File: config.mk
export PLATFORM = sky130hd
export DESIGN_NAME = dbl_base_mul
export DESIGN_NICKNAME = d
export VERILOG_FILES = /design/src/rtl/dbm_pkg.sv /design/src/rtl/dbm_ctrl.sv /design/src/rtl/dbm_datapath.sv /design/src/rtl/dbl_base_mul.sv
export SDC_FILE = /design/constraint.sdc
export NUM_CORES = 2
export LEC_CHECK = 0
export CAP_MARGIN = 15
export CORE_AREA = 2 2 361 363
export CTS_CLUSTER_SIZE = 10
export DETAILED_ROUTE_END_ITERATION = 8
export DIE_AREA = 0 0 363 365
export SLEW_MARGIN = 0
export SYNTH_ARGS = -nofsm -noshare
export SYNTH_HDL_FRONTEND = slang
export SYNTH_HIERARCHICAL = 1
export SYNTH_SLANG_ARGS = --single-unit
File: constraint.sdc
create_clock -name clk -period 6.4 [get_ports clk]
set_input_delay 0.64 -clock clk [delete_from_list [all_inputs] [get_ports clk]]
set_output_delay 0.64 -clock clk [all_outputs]
set_load 0.03 [all_outputs]
File: src/rtl/dbm_pkg.sv
package dbm_pkg;
  parameter int NTERM = 5;
  parameter int EXPW  = 2;
  parameter int OUTW  = 16;

  localparam int SUMW   = EXPW + 1;
  localparam int LUTN   = 1 << SUMW;
  localparam int POWW   = $clog2(3 ** (LUTN - 1));
  localparam int NPROD  = NTERM * NTERM;
  localparam int LEVELS = $clog2(NPROD);
  localparam int LAT    = LEVELS + 1;

  typedef logic [POWW-1:0] powTab_t [LUTN];

  typedef struct packed {
    logic              capture;
    logic [LEVELS-1:0] advance;
  } strobe_t;

  function automatic int nodesAt(int lvl);
    return (NPROD + (1 << lvl) - 1) >> lvl;
  endfunction

  function automatic powTab_t buildPow3();
    powTab_t tab;
    int run;
    run = 1;
    for (int n = 0; n < LUTN; n++) begin
      tab[n] = POWW'(run);
      run = run * 3;
    end
    return tab;
  endfunction
endpackage

File: src/rtl/dbm_ctrl.sv
module dbm_ctrl
  import dbm_pkg::*;
(
  input  logic    clk,
  input  logic    rstN,
  input  logic    inValid,
  output strobe_t stb,
  output logic    outValid
);
  logic [LEVELS:0] vPipe;

  always_ff @(posedge clk or negedge rstN) begin
    if (!rstN) vPipe <= '0;
    else       vPipe <= {vPipe[LEVELS-1:0], inValid};
  end

  always_comb begin
    stb.capture = inValid;
    stb.advance = vPipe[LEVELS-1:0];
  end

  assign outValid = vPipe[LEVELS];
endmodule

File: src/rtl/dbm_datapath.sv
module dbm_datapath
  import dbm_pkg::*;
(
  input  logic                  clk,
  input  logic                  rstN,
  input  strobe_t               stb,
  input  logic [NTERM*EXPW-1:0] aExp2,
  input  logic [NTERM*EXPW-1:0] aExp3,
  input  logic [NTERM-1:0]      aTermValid,
  input  logic [NTERM*EXPW-1:0] bExp2,
  input  logic [NTERM*EXPW-1:0] bExp3,
  input  logic [NTERM-1:0]      bTermValid,
  output logic [OUTW-1:0]       product
);
  localparam powTab_t POW3 = buildPow3();

  for (genvar l = 0; l <= LEVELS; l++) begin : lv
    for (genvar k = 0; k < nodesAt(l); k++) begin : nd
      logic [OUTW-1:0] q;
      if (l == 0) begin : g_term
        localparam int IA = k / NTERM;
        localparam int IB = k % NTERM;
        logic [SUMW-1:0] sum2, sum3;
        logic [OUTW-1:0] term;
        always_comb begin
          sum2 = SUMW'(aExp2[IA*EXPW +: EXPW]) + SUMW'(bExp2[IB*EXPW +: EXPW]);
          sum3 = SUMW'(aExp3[IA*EXPW +: EXPW]) + SUMW'(bExp3[IB*EXPW +: EXPW]);
          term = (aTermValid[IA] && bTermValid[IB])
               ? (OUTW'(POW3[sum3]) << sum2) : '0;
        end
        always_ff @(posedge clk or negedge rstN) begin
          if (!rstN)            q <= '0;
          else if (stb.capture) q <= term;
        end
      end else if (2*k + 1 < nodesAt(l-1)) begin : g_add
        always_ff @(posedge clk or negedge rstN) begin
          if (!rstN)                 q <= '0;
          else if (stb.advance[l-1]) q <= lv[l-1].nd[2*k].q + lv[l-1].nd[2*k+1].q;
        end
      end else begin : g_pass
        always_ff @(posedge clk or negedge rstN) begin
          if (!rstN)                 q <= '0;
          else if (stb.advance[l-1]) q <= lv[l-1].nd[2*k].q;
        end
      end
    end
  end

  assign product = lv[LEVELS].nd[0].q;
endmodule

File: src/rtl/dbl_base_mul.sv
module dbl_base_mul
  import dbm_pkg::*;
(
  input  logic                  clk,
  input  logic                  rstN,
  input  logic                  inValid,
  input  logic [NTERM*EXPW-1:0] aExp2,
  input  logic [NTERM*EXPW-1:0] aExp3,
  input  logic [NTERM-1:0]      aTermValid,
  input  logic [NTERM*EXPW-1:0] bExp2,
  input  logic [NTERM*EXPW-1:0] bExp3,
  input  logic [NTERM-1:0]      bTermValid,
  output logic                  outValid,
  output logic [OUTW-1:0]       product
);
  strobe_t stb;

  dbm_ctrl u_ctrl (
    .clk(clk), .rstN(rstN), .inValid(inValid), .stb(stb), .outValid(outValid)
  );

  dbm_datapath u_dp (
    .clk(clk), .rstN(rstN), .stb(stb),
    .aExp2(aExp2), .aExp3(aExp3), .aTermValid(aTermValid),
    .bExp2(bExp2), .bExp3(bExp3), .bTermValid(bTermValid),
    .product(product)
  );
endmodule

==> metrics.md <==
| Metric | Value |
|---|---|
| Status | `finished clean` |
| Hold Path Class | `reg2reg` |
| M2 GR Usage | `0.376` |
| Hold endpoint | `u_dp/lv[0].nd[24].q[2]` |
| DR WL/cell | `21.2 um` |
| Met3 Resource Use GR | `0.0402` |
| DIE AREA | `0.132 mm^2` |
| Area of the multi-input gates | `0.0344 mm^2` |
| Ranking of synthesized cells by area | `dfrtp_1 36%, ha_1 8.9%, mux2_2 6.2%, a21oi_1 5.2%, xnor2_1 3.9%` |
| Fin nets | `6619` |
| Crit. End Element | `flop` |
| DRC | `0` |
| Final Setup Violations | `0` |
| Std cell rows | `132` |
| CP required | `7.04 ns` |
| Mapped cell area | `0.0576 mm^2` |
| FF-to-FF Start | `u_dp/lv[0].nd[13].q[0]` |
| Reg2Reg Depth | `9` |
| Synth area leader | `dfrtp_1` |
| H-tree depth | `3` |
| RSZ-0062 raised after global routing | `no` |
| PD cells | `307 mW/mm^2` |
| Die Y | `365 um` |
| Critical path class | `in2reg` |
| Crit-path max FO | `25` |
| Worst path slowest cell | `fa_1` |
| CTS Sinks | `838` |
| Number of buffers and inverters on the critical path | `2` |
| Synth Register Bits | `838` |
| Setup bufs post-CTS | `0` |
| Top-area cell type share of the netlist area | `0.364` |
| Top_reg_cell synth | `dfrtp_1` |
| Most frequent cells in the layout | `835 x dfrtp_1, 593 x a21oi_1, 559 x nor2_1` |
| Max-Cap Viols | `0` |
| Cells after Synth | `6238` |
| Final WL | `166 mm` |
| R2r setup slk | `3.26 ns` |
| Clock root cell | `clkbuf_16` |
| Yosys warning count | `6` |
| GRT overflow | `0` |
| Vias/cell | `6.05` |
| Pins Over Slew Limit | `0` |
| Flip-flop and latch area | `0.0210 mm^2` |
| First-pass DRT Iterations | `8` |
| Worst Hold Launch | `u_dp/lv[0].nd[24].q[2]` |
| Slew headroom | `0.216` |
| Period minus WS final | `3.62 ns` |
| DPL Wire Length | `120 mm` |
| Final Hold Viols | `0` |
| Core region area | `0.129 mm^2` |
| Post-route ant nets | `0` |
| Design Area, Final | `0.0624 mm^2` |
| Initial DRC Count | `4024` |
| Clock Tree Buf Depth | `3` |
| Placed cell areas | `0.0593 mm^2` |
| Final Skew | `0.0256 ns` |
| # resized after CTS | `0` |
| Clock buffer count from CTS | `102` |
| Synth cell types | `85` |
| GRT Util Overall | `0.248` |
| Min-Delay Path Depth | `1` |
| Setup TNS | `0 ns` |
| Initial antenna violation count | `4` |
| Critical Path AT | `4.26 ns` |
| Commonest non-fill, non-tap cell in the layout | `dfrtp_1` |
| First-pass GRT wire length | `260 mm` |
| Synth Net Count | `6775` |
| Area Overhead vs Synth | `8.41%` |
| Initial core utilization | `0.448` |
| Avg Cell Area, Syn | `9.23 um^2` |
| Largest net degree at the start of global routing | `171` |
| Max stage delay on crit path | `1.04 ns` |
| CP startpoint kind | `input port` |
| Share of cells above drive strength 1 | `0.0880` |
| LEAKAGE | `28.1 nW` |
| Port bufs | `69` |
| Routability-driven placement congestion ratio | `0.881` |
| Reg-to-Reg End | `u_dp/lv[1].nd[6].q[14]` |
| Post-synth EDFFs | `0` |
| I/O pin count | `70` |
| Max IR drop VDD | `0.228 mV` |
| Clk_lat worst skew | `0.71 ns` |
| Tcrit/Tclk final | `0.566` |
| Routed vias | `47300` |
| Max Freq | `0.276 GHz` |
| Final core occ | `0.485` |
| Worst Max-Slew Pin Slew | `1.17 ns` |
| Die span in x | `363 um` |
| Crit-path cells | `clkdlybuf4s50_1 -> ha_1 -> fa_1 -> inv_1 -> nor2_1 -> nand3_1 -> o21ai_0 -> a222oi_1 -> o2bb2ai_1` |
| CTS clk-pin slew, worst paths | `0.06 ns` |
| # fillers | `12100` |
| GRT busiest layer | `met2` |
| CTS tree | `done` |
| Grt met1 use | `0.364` |
| Family with the most delay on the worst path | `adder cells` |
| Async set-or-reset flop fraction in the synthesized netlist | `1.00` |
| Number of global-route vias before repair | `44300` |
| Sequential area share after synthesis | `0.364` |
-- metrics by stage --
stage,power [W],cells,hold slack (ns),worst slack [ns]
3_3_place_gp,0.0136,7652,0.469,2.21
3_5_place_dp,0.0137,7652,0.471,2.20
2_1_floorplan,0.0117,6238,0.344,3.80
6_report,0.0192,7814,0.486,2.78
4_1_cts,0.0193,7812,0.442,2.95
5_1_grt,0.0204,7812,0.467,2.68
-- synthesized netlist by cell type, drive strengths merged (22+ instances only) --
cell type	instances
a211oi	59
a21o	118
a21oi	593
a221o	30
a22o	43
a22oi	39
a31oi	83
a32oi	22
and2	29
and3	39
buf	44
clkbuf	316
dfrtp	838
fa	74
ha	410
inv	221
mux2	317
nand2	402
nand2b	73
nand3	128
nand4	61
nor2	560
nor2b	62
nor3	150
nor4	35
o211ai	36
o21a	49
o21ai	363
o21bai	34
o221ai	84
o2bb2ai	149
o31ai	34
o32ai	39
or2	30
or3	38
xnor2	255
xor2	80
-- repair_timing --
action,4_1_cts,5_1_grt
hold buffers,1,0
setup endpoints to repair,0,0
endpoints found under the hold margin,46,0
-- sequential cells by signal, summed over array words and instances, names as in the netlist --
signal	flops
u_ctrl/vPipe	6
u_dp/product	16
u_dp/lv.nd.q	816
-- metal layers --
layer,vias up,wire length (um)
li1,22800,-
met2,1249,72100
met5,-,27
met3,224,9490
met1,23100,79300
met4,4,4610
-- report_power, final --
group          switching (W)  leakage (nW)  internal [W]  total, W
clock                0.00228          1.52       0.00320   0.00548
combinational        0.00400          15.5       0.00290   0.00690
sequential          0.000659          11.2       0.00613   0.00679
-- worst register-to-register path, cell delays in order (launching register included) --
cell      delay (ns)
dfrtp_1         0.42
ha_1            0.23
fa_1            0.45
a211oi_1        0.26
nor2_1          0.11
o41ai_1         0.49
o21a_1          0.28
a31oi_1         0.13
xnor2_1         0.47
a21oi_1         0.14
-- logic make-up (layout without fill, tap and decap cells) --
logic type               after synthesis  in the layout  share of synthesized area
AO/OA/AOI/OAI                       1989           1989                      0.231
XOR/XNOR                             335            335                     0.0509
adder cells (fa/ha/maj)              488            488                      0.115
buffers and inverters                588            487                     0.0384
flip-flops                           838            838                      0.364
multiplexers                         334            334                     0.0649
other                                  0              2                          0
AND/OR/NAND/NOR                     1666           1666                      0.135
-- cell type report --
type / instances / share of cell area
clock buffer: 145 / 0.0474
sequential: 838 / 0.336
timing repair buffer: 100 / 0.0161
inverter: 228 / 0.0138
multi-input combinational: 4812 / 0.551
antenna: 2 / 0.0000801
tap: 1675 / 0.0336
clock inverter: 14 / 0.00198
-- worst max-delay path by stage --
stage | startpoint | endpoint | cells after the start
6_report | bExp2[6] | u_dp/lv[0].nd[18].q[6] | 9
4_1_cts | bExp2[5] | u_dp/lv[0].nd[2].q[9] | 8
3_3_place_gp | bExp2[5] | u_dp/lv[0].nd[7].q[7] | 7
5_1_grt | bExp2[5] | u_dp/lv[0].nd[2].q[9] | 8
2_1_floorplan | aExp3[7] | u_dp/lv[0].nd[15].q[6] | 9
3_5_place_dp | bExp2[5] | u_dp/lv[0].nd[2].q[9] | 8
No activity file was read; power rests on OpenSTA's default activity.
